**config.mk**
```make
export PLATFORM = sky130hd
export DESIGN_NAME = db_peer_regs
export DESIGN_NICKNAME = d
export VERILOG_FILES = /design/src/rtl/db_peer_regs.sv
export SDC_FILE = /design/constraint.sdc
export NUM_CORES = 1
export LEC_CHECK = 0
export BUFFER_PORTS_ARGS = -buffer_cell sky130_fd_sc_hd__buf_4
export CORE_ASPECT_RATIO = 0.9
export CORE_MARGIN = 2
export CORE_UTILIZATION = 54
export CTS_BUF_LIST = sky130_fd_sc_hd__clkbuf_8
export DETAILED_ROUTE_END_ITERATION = 16
export GPL_TIMING_DRIVEN = 0
export HOLD_SLACK_MARGIN = 0.08
export PLACE_DENSITY = 0.87
export SLEW_MARGIN = 20
export SYNTH_ARGS = -nofsm -noshare
export SYNTH_HDL_FRONTEND = slang
export SYNTH_SLANG_ARGS = --single-unit
```
**constraint.sdc**
```tcl
create_clock -name clk -period 2.7 [get_ports clk]
set_input_delay 0.675 -clock clk [delete_from_list [all_inputs] [get_ports clk]]
set_output_delay 0.675 -clock clk [all_outputs]
set_load 0.02 [all_outputs]
```
**src/rtl/db_peer_regs.sv**
```systemverilog
module db_peer_regs #(
  parameter int ID_W    = 16,
  parameter int NUM_VEC = 4
) (
  input  logic               clk,
  input  logic               rst_n,
  input  logic               msg_mode,
  input  logic               ready,
  input  logic [ID_W-1:0]    peer_id,
  input  logic               bus_wr,
  input  logic               bus_rd,
  input  logic [3:0]         bus_addr,
  input  logic [31:0]        bus_wdata,
  output logic [31:0]        bus_rdata,
  output logic               send_valid,
  output logic [15:0]        send_dest,
  output logic [15:0]        send_vec,
  input  logic               rx_valid,
  input  logic [15:0]        rx_vec,
  output logic               irq_pin,
  output logic [NUM_VEC-1:0] msi_pulse
);
  localparam logic [1:0]  SEL_MASK = 2'd0;
  localparam logic [1:0]  SEL_STAT = 2'd1;
  localparam logic [1:0]  SEL_POS  = 2'd2;
  localparam logic [1:0]  SEL_BELL = 2'd3;
  localparam logic [16:0] VEC_LIM  = 17'(NUM_VEC);

  logic [31:0] mask_q;
  logic        stat_q;

  wire [1:0]  sel     = bus_addr[3:2];
  wire        wr_mask = bus_wr && sel == SEL_MASK;
  wire        wr_stat = bus_wr && sel == SEL_STAT;
  wire        wr_bell = bus_wr && sel == SEL_BELL && ready;
  wire        rd_stat = bus_rd && sel == SEL_STAT;
  wire        rx_pin  = rx_valid && !msg_mode;
  wire        rx_msg  = rx_valid && msg_mode && ({1'b0, rx_vec} < VEC_LIM);
  wire [31:0] pos_val = ready ? 32'(peer_id) : 32'hFFFF_FFFF;

  assign irq_pin = mask_q[0] & stat_q;

  always_ff @(posedge clk) begin
    if (!rst_n) begin
      mask_q <= '0;
      stat_q <= 1'b0;
    end else begin
      if (wr_mask) mask_q <= bus_wdata;
      if (rx_pin)       stat_q <= 1'b1;
      else if (wr_stat) stat_q <= bus_wdata[0];
      else if (rd_stat) stat_q <= 1'b0;
    end
  end

  always_ff @(posedge clk) begin
    if (!rst_n) begin
      bus_rdata <= '0;
    end else if (bus_rd) begin
      case (sel)
        SEL_MASK: bus_rdata <= mask_q;
        SEL_STAT: bus_rdata <= {31'b0, stat_q};
        SEL_POS:  bus_rdata <= pos_val;
        default:  bus_rdata <= '0;
      endcase
    end
  end

  always_ff @(posedge clk) begin
    if (!rst_n) begin
      send_valid <= 1'b0;
      send_dest  <= '0;
      send_vec   <= '0;
    end else begin
      send_valid <= wr_bell;
      if (wr_bell) begin
        send_dest <= bus_wdata[31:16];
        send_vec  <= bus_wdata[15:0];
      end
    end
  end

  for (genvar i = 0; i < NUM_VEC; i++) begin : g_msi
    always_ff @(posedge clk) begin
      if (!rst_n) msi_pulse[i] <= 1'b0;
      else        msi_pulse[i] <= rx_msg && rx_vec == 16'(i);
    end
  end
endmodule


```
==> summary.md <==
| Metric | Value |
|---|---|
| CP Class | reg -> out |
| Synth async-reset ratio | 0 |
| PortBufs | 140 |
| Most frequent cell after synthesis | nand2_1 |
| Synthesis-stage register bit count | 102 |
| Synth top area share | 0.529 |
| R2R depth | 3 |
| RR Startpoint | mask_q[4] |
| Top sig layer | met4 |
| Syn_nets | 532 |
| Slew @ Worst Pin | around 480 ps |
| Mapped cell area | 0.00386 mm^2 |
| Post-CTS sizing | 0 |
| Number of fill cells | approximately 530 |
| Sequential cell area | 0.00204 mm^2 |
| H-tree depth | 3 |
| # hold bufs at CTS | 0 |
| Worst hold path class | reg -> reg |
| Clock Skews | 10.4 ps |
| CP endpoint | irq_pin |
| Synth Flop Type | dfxtp_1 |
| Synth cell count leaders | 145 x nand2_1, 102 x dfxtp_1, 81 x a21oi_1 |
| CP arrival | 1010 ps |
| Setup violators final | 0 |
| DR WL met2 | slightly above 5000 um |
| Synthesis-to-layout area growth | 35.2% |
| FF-to-FF setup slack | 1800 ps |
| Tmin final | 1690 ps |
| Wire length of the first global-routing pass | approximately 16,000 um |
| Final global-route overflow total | 0 |
| Post-Syn Instances | 457 |
| Status | finished, final reports clean |
| Number of global-route vias before repair | around 3,500 |
| FMAX | approximately 0.59 GHz |
| Synth warnings | 0 |
| Unrepaired setup endpoints after global routing | false |
| Beginning of the critical path | mask_q[0] |
| Core area | between 0.007 and 0.008 mm^2 |
| Nets@finish | 683 |
| Final max-slew violation count | 0 |
| Register area share after synthesis | 0.529 |
| Slack of the critical path | approximately 1000 ps |
| Gpl congestion | 0.835 |
| Worst VDD drop | 0.374 mV |
| Clock Sinks | 102 |
| Share of cells above drive strength 1 | 0.310 |
| Number of enable flip-flop cells after synthesis | 0 |
| Reg-to-reg endpoint | bus_rdata[4] |
| Max-cap violation count | 0 |
| Total Wirelength | 10,600 um |
| Leakage | 2.21 nW |
| Std-Cell Rows | 29 |
| Largest area contributor in the netlist | dfxtp_1 |
| Avg WL per Cell | ~15 um |
| I/O pin cnt | about 150 |
| Antenna viol nets, final | 0 |
| N_diodes | 0 |
| Hold path depth | 2 |
| Pre-CTS setup slack | 760 ps |
| Ranking of synthesized cells by area | dfxtp_1 53%, nand2_1 14%, a21oi_1 11%, mux2i_1 4.2%, o221a_2 2.9% |
| Cts bufs inserted | 9 |
| Die extent in y | 84.2 um |
| Post-route setup TNS | 0 ps |
| Slew HR | 0.678 |
| Largest net degree at the start of global routing | 17 |
| DRC viols | 0 |
| Syn Area/Cell | 8.44 um^2 |
| HPWL Detailed | between 8000 and 9000 um |
| Routed vias | 3,718 |
| CTS tree | yes |
| Synth unique cells | 29 |
| Period utilization | 0.626 |
| DIE WIDTH | ~93 um |
| Crit path capture type | output port |
| CTS max path bufs | 2 |
| Final Hold Vio Count | 0 |
| Power Dens Cells | 560 mW/mm^2 |
| Wl on met1 | 4530 um |
| GR Util All Layers | 0.261 |
| Initial DRC count | 200 |
| Via/cell ratio | around 5.3 |
| First-pass DRT Iterations | 6 |
| Root Buffer | clkbuf_8 |
| Required time worst endpoint | 2030 ps |
| Die ar. | between 0.007 and 0.008 mm^2 |
| Clk slew on worst S/H paths | around 90 ps |
| Post-CTS Setup Repair Bufs | 0 |
| Area of the multi-input gates | 0.00161 mm^2 |
| Worst-Skew Late Latency | roughly 360 ps |
| Critical path fanouts, max | 3 |
| CP startpoint kind | flip-flop |
| DR WL met3 | 743 um |
| Initial antenna violation count | 0 |
| Initial core utilization | 0.551 |
[final cells by class]
class | count | share of cell area
repair buffers | 140 | 0.202
plain buffers | 36 | 0.0372
flip-flops and latches | 102 | 0.392
multi-input cells | 317 | 0.310
well taps | 93 | 0.0223
inverters | 2 | 0.00144
clock inverters | 7 | 0.0127
clock buffers | 9 | 0.0238
[metrics by stage]
step / hold WS, ps / power (mW) / instance area (um^2) / instances / utilization
6_report: 458 / 2.92 / 5220 / 706 / 0.745
4_1_cts: 458 / 2.93 / 5220 / 706 / 0.745
3_5_place_dp: 447 / 2.02 / 5020 / 690 / 0.718
2_1_floorplan: 434 / 1.82 / 3860 / 457 / -
3_3_place_gp: 444 / 2.01 / 5020 / 690 / 0.718
5_1_grt: 478 / 3.01 / 5220 / 706 / 0.745
[worst min-delay path by stage]
| stage | startpoint | slack (ps) | endpoint |
|---|---|---|---|
| 2_1_floorplan | mask_q[27] | 430 | bus_rdata[27] |
| 3_3_place_gp | send_vec[6] | 440 | send_vec[6] |
| 3_5_place_dp | mask_q[25] | 450 | mask_q[25] |
| 4_1_cts | mask_q[27] | 460 | bus_rdata[27] |
| 5_1_grt | send_dest[11] | 480 | send_dest[11] |
| 6_report | mask_q[27] | 460 | bus_rdata[27] |
[power breakdown]
group,leakage (nW),internal (mW),switching [mW]
registers,0.832,1.56,0.0337
clock network,0.104,0.424,0.505
logic,1.28,0.187,0.213
total,2.21,2.17,0.751
[cells by family after synthesis]
kind of cell / count (synthesis) / synth area share
DFF: 102 / 0.529
muxes: 16 / 0.0415
buffers and inverters: 38 / 0.0522
AOI/OAI and AO/OA: 118 / 0.180
and+or+nand+nor: 183 / 0.197
[placed cells by master, fill, tap and decap left out, types with 2 or more instances in the layout]
cell      instances
nand4b_1          2
buf_2            14
clkbuf_8          9
o21ai_0          18
nand4_1           2
nand2_1         145
clkbuf_1         14
buf_6             3
nand2b_1          3
clkinv_4          2
dfxtp_1         102
buf_4           145
nor4_1            4
clkinv_2          3
o221a_1           5
nor2_1           18
a21oi_1          81
mux2i_1          16
inv_1             3
o221a_2          10
nor3_1            2
[worst max-delay path, stage by stage (launching register included)]
cell     delay, ps
dfxtp_1        360
and2_1         150
buf_4          140
[flip-flops by register name, indices dropped and copies added, names as in the netlist]
signal,count
send_dest,16
stat_q,1
send_vec,16
bus_rdata,32
msi_pulse,4
mask_q,32
send_valid,1
[layer usage]
layer  vias up  global-route usage
li1       1845                   -
met1      1695               0.328
met2       148               0.436
met3        30              0.0646
met4         0               0.102
met5         -                   0
Power figures use the tool's default switching activity.
